### config.mk
export PLATFORM = sky130hd
export DESIGN_NAME = fatal_evt_ctrl
export DESIGN_NICKNAME = d
export VERILOG_FILES = /design/src/rtl/fatal_evt_pkg.sv /design/src/rtl/change_det.sv /design/src/rtl/evt_reg.sv /design/src/rtl/halt_ctrl.sv /design/src/rtl/fatal_evt_ctrl.sv
export SDC_FILE = /design/constraint.sdc
export NUM_CORES = 1
export LEC_CHECK = 0
export ABC_AREA = 1
export CAP_MARGIN = 20
export CORE_AREA = 5 5 42 44
export DETAILED_ROUTE_END_ITERATION = 8
export DIE_AREA = 0 0 47 49
export DONT_BUFFER_PORTS = 1
export PLACE_DENSITY = 0.42
export SYNTH_ARGS = -nofsm -noshare
export SYNTH_HDL_FRONTEND = slang
export SYNTH_SLANG_ARGS = --single-unit
### constraint.sdc
create_clock -name clk -period 0.9 [get_ports clk]
set_input_delay 0.09 -clock clk [delete_from_list [all_inputs] [get_ports clk]]
set_output_delay 0.09 -clock clk [all_outputs]
set_load 0.005 [all_outputs]
### src/rtl/fatal_evt_pkg.sv
// Package: shared event bit positions and the implemented-bit mask.
// Assumes the event register is at least 4 bits wide.
package fatal_evt_pkg;
    localparam int EVB_CSC  = 0;  // carrier sense change
    localparam int EVB_SYNC = 1;  // lock status change
    localparam int EVB_ROVR = 2;  // receive FIFO overrun
    localparam int EVB_TUND = 3;  // transmit FIFO underrun
    localparam int EV_USED  = 4;

    // Returns a mask with the implemented event bits set.
    function automatic logic [63:0] impl_mask(input int w);
        logic [63:0] m;
        m = '0;
        for (int i = 0; i < EV_USED && i < w; i++) m[i] = 1'b1;
        return m;
    endfunction
endpackage

### src/rtl/change_det.sv
// Module: registers a vector of level inputs and flags the bits that
// differ from the previous cycle. Assumes inputs are already synchronous.
module change_det #(
    parameter int W = 2
) (
    input  logic         clk,
    input  logic         rst_n,
    input  logic [W-1:0] sig,
    output logic [W-1:0] prev,
    output logic [W-1:0] toggled
);
    // Hold the value sampled at the previous edge.
    always_ff @(posedge clk) begin
        if (!rst_n) prev <= '0;
        else        prev <= sig;
    end

    // Bitwise difference between current and previous level.
    always_comb toggled = sig ^ prev;

    a_r2_prev_tracks: assert property (@(posedge clk) disable iff (!rst_n)
        rst_n |=> (prev == $past(sig)));
endmodule

### src/rtl/evt_reg.sv
// Module: sticky event register with write-one-to-clear. Bits outside
// MASK are not stored and read as zero. A set in the same cycle as a
// clear wins.
module evt_reg #(
    parameter int          W    = 16,
    parameter logic [63:0] MASK = 64'hF
) (
    input  logic         clk,
    input  logic         rst_n,
    input  logic [W-1:0] sets,
    input  logic         wr,
    input  logic [W-1:0] wdata,
    output logic [W-1:0] q
);
    logic [W-1:0] clr;

    // Clear mask is active only during a host write.
    always_comb clr = wr ? wdata : '0;

    for (genvar i = 0; i < W; i++) begin : g_bit
        if (MASK[i]) begin : g_impl
            // One sticky flop per implemented bit.
            always_ff @(posedge clk) begin
                if (!rst_n)       q[i] <= 1'b0;
                else if (sets[i]) q[i] <= 1'b1;
                else if (clr[i])  q[i] <= 1'b0;
            end
        end else begin : g_resv
            assign q[i] = 1'b0;
        end
    end

    a_r11_sticky: assert property (@(posedge clk) disable iff (!rst_n)
        !wr |=> ((q & $past(q)) == $past(q)));
    a_r8_set_wins: assert property (@(posedge clk) disable iff (!rst_n)
        1'b1 |=> ((q & $past(sets) & MASK[W-1:0]) == ($past(sets) & MASK[W-1:0])));
    a_r9_resv_zero: assert property (@(posedge clk) disable iff (!rst_n)
        (q & ~MASK[W-1:0]) == '0);
endmodule

### src/rtl/halt_ctrl.sv
// Module: global receive stop and transmit disable. Reception stops on a
// fatal receive cause and resumes on restart. The disabled bit is set by
// an underrun and cleared by the host unless the scheduler re-sets it.
module halt_ctrl (
    input  logic clk,
    input  logic rst_n,
    input  logic rx_fatal,
    input  logic restart_rx,
    input  logic tx_und,
    input  logic clr_dis,
    input  logic sched_active,
    input  logic tx_bit,
    output logic rx_enable,
    output logic tx_enable,
    output logic dis,
    output logic tx_line
);
    logic rx_stopped;

    // Receive stop state: a fatal cause beats a restart.
    always_ff @(posedge clk) begin
        if (!rst_n)          rx_stopped <= 1'b0;
        else if (rx_fatal)   rx_stopped <= 1'b1;
        else if (restart_rx) rx_stopped <= 1'b0;
    end

    // Disabled bit: underrun or active scheduler keeps it set.
    always_ff @(posedge clk) begin
        if (!rst_n)                        dis <= 1'b0;
        else if (tx_und)                   dis <= 1'b1;
        else if (clr_dis && !sched_active) dis <= 1'b0;
    end

    // Gates and idle-high transmit line.
    always_comb begin
        rx_enable = !rx_stopped;
        tx_enable = !dis;
        tx_line   = dis ? 1'b1 : tx_bit;
    end

    a_r7_fatal_stops_rx: assert property (@(posedge clk) disable iff (!rst_n)
        rx_fatal |=> !rx_enable);
    a_r5_und_disables: assert property (@(posedge clk) disable iff (!rst_n)
        tx_und |=> (dis && !tx_enable));
    a_r10_sched_holds: assert property (@(posedge clk) disable iff (!rst_n)
        (clr_dis && sched_active) |=> dis == $past(dis || tx_und));
    a_r6_idle_high: assert property (@(posedge clk) disable iff (!rst_n)
        dis |-> tx_line);
endmodule

### src/rtl/fatal_evt_ctrl.sv
// Module: top of the fatal error event and halt controller. Derives
// events from status changes and fault pulses, stores them in the event
// register and drives the global halt logic. Assumes synchronous inputs.
module fatal_evt_ctrl
    import fatal_evt_pkg::*;
#(
    parameter int EV_W = 16
) (
    input  logic            clk,
    input  logic            rst_n,
    input  logic            rx_lock,
    input  logic            cs_status,
    input  logic            dpll_en,
    input  logic            rx_ovr_p,
    input  logic            tx_und_p,
    input  logic            tx_bit,
    input  logic            host_wr,
    input  logic [EV_W-1:0] host_wdata,
    input  logic            restart_rx,
    input  logic            host_clr_dis,
    input  logic            sched_active,
    output logic [EV_W-1:0] events,
    output logic            rx_enable,
    output logic            tx_enable,
    output logic            tx_line,
    output logic            dis_status
);
    localparam logic [63:0] EV_MASK = impl_mask(EV_W);
    localparam int          LK = 0;
    localparam int          CS = 1;

    logic [1:0]      lvl_prev;
    logic [1:0]      lvl_tog;
    logic [EV_W-1:0] ev_sets;
    logic            lock_lost;

    change_det #(.W(2)) u_chg (
        .clk     (clk),
        .rst_n   (rst_n),
        .sig     ({cs_status, rx_lock}),
        .prev    (lvl_prev),
        .toggled (lvl_tog)
    );

    // Map causes onto event bit positions.
    always_comb begin
        ev_sets           = '0;
        ev_sets[EVB_SYNC] = lvl_tog[LK];
        ev_sets[EVB_CSC]  = lvl_tog[CS] && dpll_en;
        ev_sets[EVB_ROVR] = rx_ovr_p;
        ev_sets[EVB_TUND] = tx_und_p;
        lock_lost         = lvl_prev[LK] && !rx_lock;
    end

    evt_reg #(.W(EV_W), .MASK(EV_MASK)) u_ev (
        .clk   (clk),
        .rst_n (rst_n),
        .sets  (ev_sets),
        .wr    (host_wr),
        .wdata (host_wdata),
        .q     (events)
    );

    halt_ctrl u_halt (
        .clk          (clk),
        .rst_n        (rst_n),
        .rx_fatal     (lock_lost || rx_ovr_p),
        .restart_rx   (restart_rx),
        .tx_und       (tx_und_p),
        .clr_dis      (host_clr_dis),
        .sched_active (sched_active),
        .tx_bit       (tx_bit),
        .rx_enable    (rx_enable),
        .tx_enable    (tx_enable),
        .dis          (dis_status),
        .tx_line      (tx_line)
    );

    a_r2_sync_on_change: assert property (@(posedge clk) disable iff (!rst_n)
        (rx_lock != lvl_prev[LK]) |=> events[EVB_SYNC]);
    a_r3_csc_gated: assert property (@(posedge clk) disable iff (!rst_n)
        (!dpll_en && !events[EVB_CSC]) |=> !events[EVB_CSC]);
    a_r7_lock_loss_halts: assert property (@(posedge clk) disable iff (!rst_n)
        lock_lost |=> !rx_enable);
endmodule

### After elaboration in Yosys (flattened, before gate mapping)

Index checks and enable logic that the tools add are counted.

| storage, ports and cells | value |
|---|---|
| flip-flop bits (word level) | 8 |
| output and inout port bits | 20 |
| input bits | 28 |
| word-level logic and storage cells | 36 |

| operators by class | value |
|---|---|
| reduce and logical (&&, ||, !) cells | 14 |
| multiplexer cells | 14 |
| bitwise gates (word level) | 1 |

Operators by type and width:

| kind | count |
|---|---|
| $mux 1 | 13 |
| $reduce_bool 2->1 | 6 |
| $logic_not 1->1 | 4 |
| $mux 4 | 1 |
| $logic_and 1x1->1 | 3 |
| $xor 2x2->2 | 1 |
| $logic_or 1x1->1 | 1 |

### Depth between registers and ports, before layout

| depth | value |
|---|---|
| depth in word-level cells | 4 |
| gate-level depth with buffers | 5 |
| depth with buffers taken out | 5 |

### Cells and area by module

A second synthesis with hierarchy kept.

| second synthesis, totals | value |
|---|---|
| cell total of the unflattened synthesis | 71 |
| area, all modules | 456.7 sq um |

By module, submodules not included:

| module | seq. area each (sq um) | cells an instance | instances | area an instance (sq um) |
|---|---|---|---|---|
| evt_reg | 80.1 | 34 | 1 | 246.5 |
| change_det | 40.0 | 16 | 1 | 92.6 |
| halt_ctrl | 40.0 | 14 | 1 | 91.3 |
| fatal_evt_ctrl | 0.0 | 7 | 1 | 26.3 |

### Least setup slack after synthesis

No wires, ideal clock.

| timing path | value |
|---|---|
| path kind | register -> register |
| start point | reg u_chg.prev[0] |
| end point | reg u_halt.rx_stopped |
| path buffers | 0 |
| path slack | 0.129 ns |
| cell stages (with the launch flop) | 5 |
| period minus slack after synthesis | 0.771 ns |
| required time | 0.781 ns |
| setup time | 0.119 ns |
| arrival time | 0.653 ns |
| cells stage by stage | dfxtp_1 -> ha_1 -> nor2_1 -> o21a_1 -> nor2_1 |

| on the way | value |
|---|---|
| cells in the longest elaborated chain, start to end | 3 |
| elaborated cells on any way between the ends | 4 |
| those cells by class | 1 x mux; 3 x reduce/logical |

RTL lines:

| item | RTL line | text |
|---|---|---|
| start: declaration | change_det.sv:9 | `output logic [W-1:0] prev,` |
| start signal: assignment | change_det.sv:15 | `else prev <= sig;` |
| $logic_and 1x1->1 * | fatal_evt_ctrl.sv:52 | `lock_lost = lvl_prev[LK] && !rx_lock;` |
| $logic_or 1x1->1 * | fatal_evt_ctrl.sv:67 | `.rx_fatal (lock_lost \|\| rx_ovr_p),` |
| $mux 1 / $reduce_bool 2->1 (equally long branches) | -- |  |
| end signal: assignment | halt_ctrl.sv:22 | `if (!rst_n) rx_stopped <= 1'b0;` |
| end signal: assignment | halt_ctrl.sv:23 | `else if (rx_fatal) rx_stopped <= 1'b1;` |
| end signal: assignment | halt_ctrl.sv:24 | `else if (restart_rx) rx_stopped <= 1'b0;` |
| end: declaration | halt_ctrl.sv:18 | `logic rx_stopped;` |

Mark *: on every way between the ends. The rest lies on a longest branch, timed or not.
A chain may end at the register's enable or synchronous reset.

### Worst setup path after layout

| timing path | value |
|---|---|
| start point | reg u_halt.dis |
| end point | out tx_line |

| on the way | value |
|---|---|
| cells in the longest elaborated chain, start to end | 1 |

RTL lines:

| item | RTL line | text |
|---|---|---|
| start: declaration | halt_ctrl.sv:15 | `output logic dis,` |
| start signal: assignment | halt_ctrl.sv:29 | `if (!rst_n) dis <= 1'b0;` |
| start signal: assignment | halt_ctrl.sv:30 | `else if (tx_und) dis <= 1'b1;` |
| start signal: assignment | halt_ctrl.sv:31 | `else if (clr_dis && !sched_active) dis <= 1'b0;` |
| $mux 1 | halt_ctrl.sv:38 | `tx_line = dis ? 1'b1 : tx_bit;` |
| end: declaration | fatal_evt_ctrl.sv:25 | `output logic tx_line,` |

No other way between the ends.

==> results.sh <==
export IMPL_synthArstFlopShare=0
export IMPL_grt_max_degree=7
export IMPL_syn_area_um2=414
export IMPL_synth_most_common_cell="buf_4"
export IMPL_grt_pass1_vias=273
export IMPL_grt_ovfl_total=0
export IMPL_status="finished, violations left"
export IMPL_synth_ff_type="dfxtp_1"
export IMPL_routed_wl_um=797
export IMPL_path_delay_family="flip-flops"
export IMPL_startpoint_type="flip-flop"
export IMPL_worst_hold_slack_ps=11.2
export IMPL_ys_seq_area_frac=0.387
export IMPL_maxCapViolCount=0
export IMPL_crit_arrival_ps=810
export IMPL_hpwl_um=650
export IMPL_reg2reg_depth=4
export IMPL_leakagePower_nw=0.251
export IMPL_hold_depth=2
export IMPL_ant_nets=0
export IMPL_grt_pass1_wl_um=1080
export IMPL_layout_area_overhead_vs_synth_pct=15.1
export IMPL_cp_depth=1
export IMPL_ys_ff_latch=8
export IMPL_grt_usage=0.0691
export IMPL_crit_path_cell_trace="or2_4"
export IMPL_nets=94
export IMPL_start_util=0.296
export IMPL_cts_buffer_depth=2
export IMPL_syn_inst=55
export IMPL_cts_num_sinks=8
export IMPL_violations="setup timing"
export IMPL_drive_gt1_frac=0.143
export IMPL_ios=48
export IMPL_routed_via_density=3.92
export IMPL_cts_root_buf="clkbuf_4"
export IMPL_rows=14
export IMPL_yosysTopAreaCell="dfxtp_1"
export IMPL_place_gp_congestion=0.608
export IMPL_path_max_fanout=4
export IMPL_fin_crit_sh=1.00
export IMPL_numCtsBuffers=3
export IMPL_num_vias=310
export IMPL_antenna_found_initial=0
export IMPL_finalMaxSlewViolations=0
export IMPL_drc=0
export IMPL_hold_viol_final=0
export IMPL_antenna_cells=0
export IMPL_syn_area_per_cell_um2=7.53
export IMPL_htree_levels=1
export IMPL_die_area_mm2=0.00230
export IMPL_min_period_ps=901
export IMPL_ys_types=13
export IMPL_multi_input_area_um2=175
export IMPL_crit_type="flip-flop to output pin"
export IMPL_yosys_top_cells_count="12 x buf_4, 11 x nand2_1, 10 x inv_1"
export IMPL_crit_buf_inv=0
export IMPL_layout_cells_non_filler=79
export IMPL_fillers=170
export IMPL_fin_ws_ps=-0.942
export IMPL_slowest_stage="dfxtp_2"
export IMPL_p_per_area_mw_per_mm2=1600
export IMPL_register_area_um2=161
export IMPL_dieWidth_um=47
export IMPL_cp_required_ps=810
export IMPL_dp_cells=70
export IMPL_synth_area_leaders="dfxtp_1 39%, buf_4 22%, nand2_1 10%"
export IMPL_holdCritPathClass="input port to flip-flop"
export IMPL_critPathMaxStageDelay_ps=330
export IMPL_synth_edff_count=0
export IMPL_ir_drop_v=0.00108
export IMPL_tritoncts="done"
export IMPL_coreArea_mm2=0.00140
export IMPL_die_h_um=49
export IMPL_firstDrtPassIters=2
export IMPL_clk_pin_slew_ps=50
export IMPL_drtIter0Drc=1
export IMPL_yosysTopAreaCellShare=0.387
export IMPL_setup_viol=1
export IMPL_clock_latency_ps=250
export IMPL_port_buffers=0
export IMPL_finClkSkew_ps=0.365
export IMPL_rsz0062_at_grt="true"
export IMPL_yosys_warnings=0
export IMPL_cp_end_kind="output pin"
export IMPL_max_freq_mhz=1110
export IMPL_wl_per_cell_um=10.1
export IMPL_post_cts_buffers=0
==> metal layers <==
metal / global-route usage / vias to the layer above / wire, um
li1: - / 155 / -
met4: 0.0138 / 0 / 0
met2: 0.0995 / 26 / 342
met1: 0.0618 / 129 / 259
met5: 0 / - / 0
met3: 0.0849 / 0 / 195
==> sequential cells by signal, summed over array words and instances (netlist names) <==
register and count:
u_chg.prev 2, u_halt.dis 1, u_halt.rx_stopped 1, u_ev.q 4
==> cell families after synthesis <==
kind of cell | share of synthesized area
AOI/OAI and AO/OA | 0.0997
DFF | 0.387
other | 0.00905
and+or+nand+nor | 0.166
buffers and inverters | 0.308
adders and majority gates | 0.0302
==> where the power goes <==
| part | total (W) | leakage (nW) | internal (W) | switching, W |
|---|---|---|---|---|
| logic | 0.0000940 | 0.170 | 0.0000455 | 0.0000484 |
| clock network | 0.000274 | 0.0138 | 0.000153 | 0.000122 |
| registers | 0.000397 | 0.0670 | 0.000381 | 0.0000162 |
==> layout make-up <==
| type | instances | area share |
|---|---|---|
| repair buffers | 6 | 0.126 |
| multi-input cells | 36 | 0.367 |
| flip-flops and latches | 8 | 0.339 |
| inverters | 10 | 0.0787 |
| well taps | 16 | 0.0420 |
| clock buffers | 3 | 0.0472 |
==> layout by cell type, fill, tap and decap left out <==
master | Yosys | final
a21oi_1 | 4 | 4
a21oi_2 | 1 | 1
clkbuf_4 | 0 | 3
conb_1 | 1 | 12
dfxtp_1 | 8 | 7
dfxtp_2 | 0 | 1
dlygate4sd3_1 | 0 | 6
ha_2 | 0 | 1
inv_1 | 10 | 10
nand2_1 | 11 | 11
nand3_2 | 1 | 1
nor2_1 | 3 | 2
nor2_2 | 0 | 1
o21a_1 | 1 | 1
o21ai_0 | 1 | 1
or2_4 | 0 | 1
==> final timing paths <==
kind / start / end / slack (ps)
worst min-delay path: restart_rx / u_halt.rx_stopped$_SDFFE_PN0P_ / 10
worst min register to register: u_ev.q[3]$_SDFFE_PN0P_ / u_ev.q[3]$_SDFFE_PN0P_ / 480
worst max-delay path: u_halt.dis$_SDFFE_PN0P_ / tx_line / -0.9
worst max register to register: u_chg.prev[0]$_SDFF_PN0_ / u_halt.rx_stopped$_SDFFE_PN0P_ / 100
==> through the flow <==
step / utilization / total power (W) / area (um^2) / TNS [ps] / setup slack, ps
2_1_floorplan: - / 0.000498 / 455 / 0 / 129
3_3_place_gp: 0.275 / 0.000473 / 385 / 0 / 84.3
3_5_place_dp: 0.275 / 0.000474 / 385 / 0 / 85.1
4_1_cts: 0.337 / 0.000783 / 472 / -15.4 / -15.4
5_1_grt: 0.340 / 0.000823 / 477 / -35.3 / -35.3
6_report: 0.340 / 0.000765 / 477 / -0.942 / -0.942
==> timing repair <==
| item | CTS | global route |
|---|---|---|
| resized for setup | 2 | 2 |
| endpoints found under the setup margin | 1 | 2 |
| hold buffers | 6 | 0 |
| cloned | 0 | 0 |
| endpoints found under the hold margin | 6 | 0 |
| pin swaps | 1 | 1 |
No activity file was read; power rests on OpenSTA's default activity.
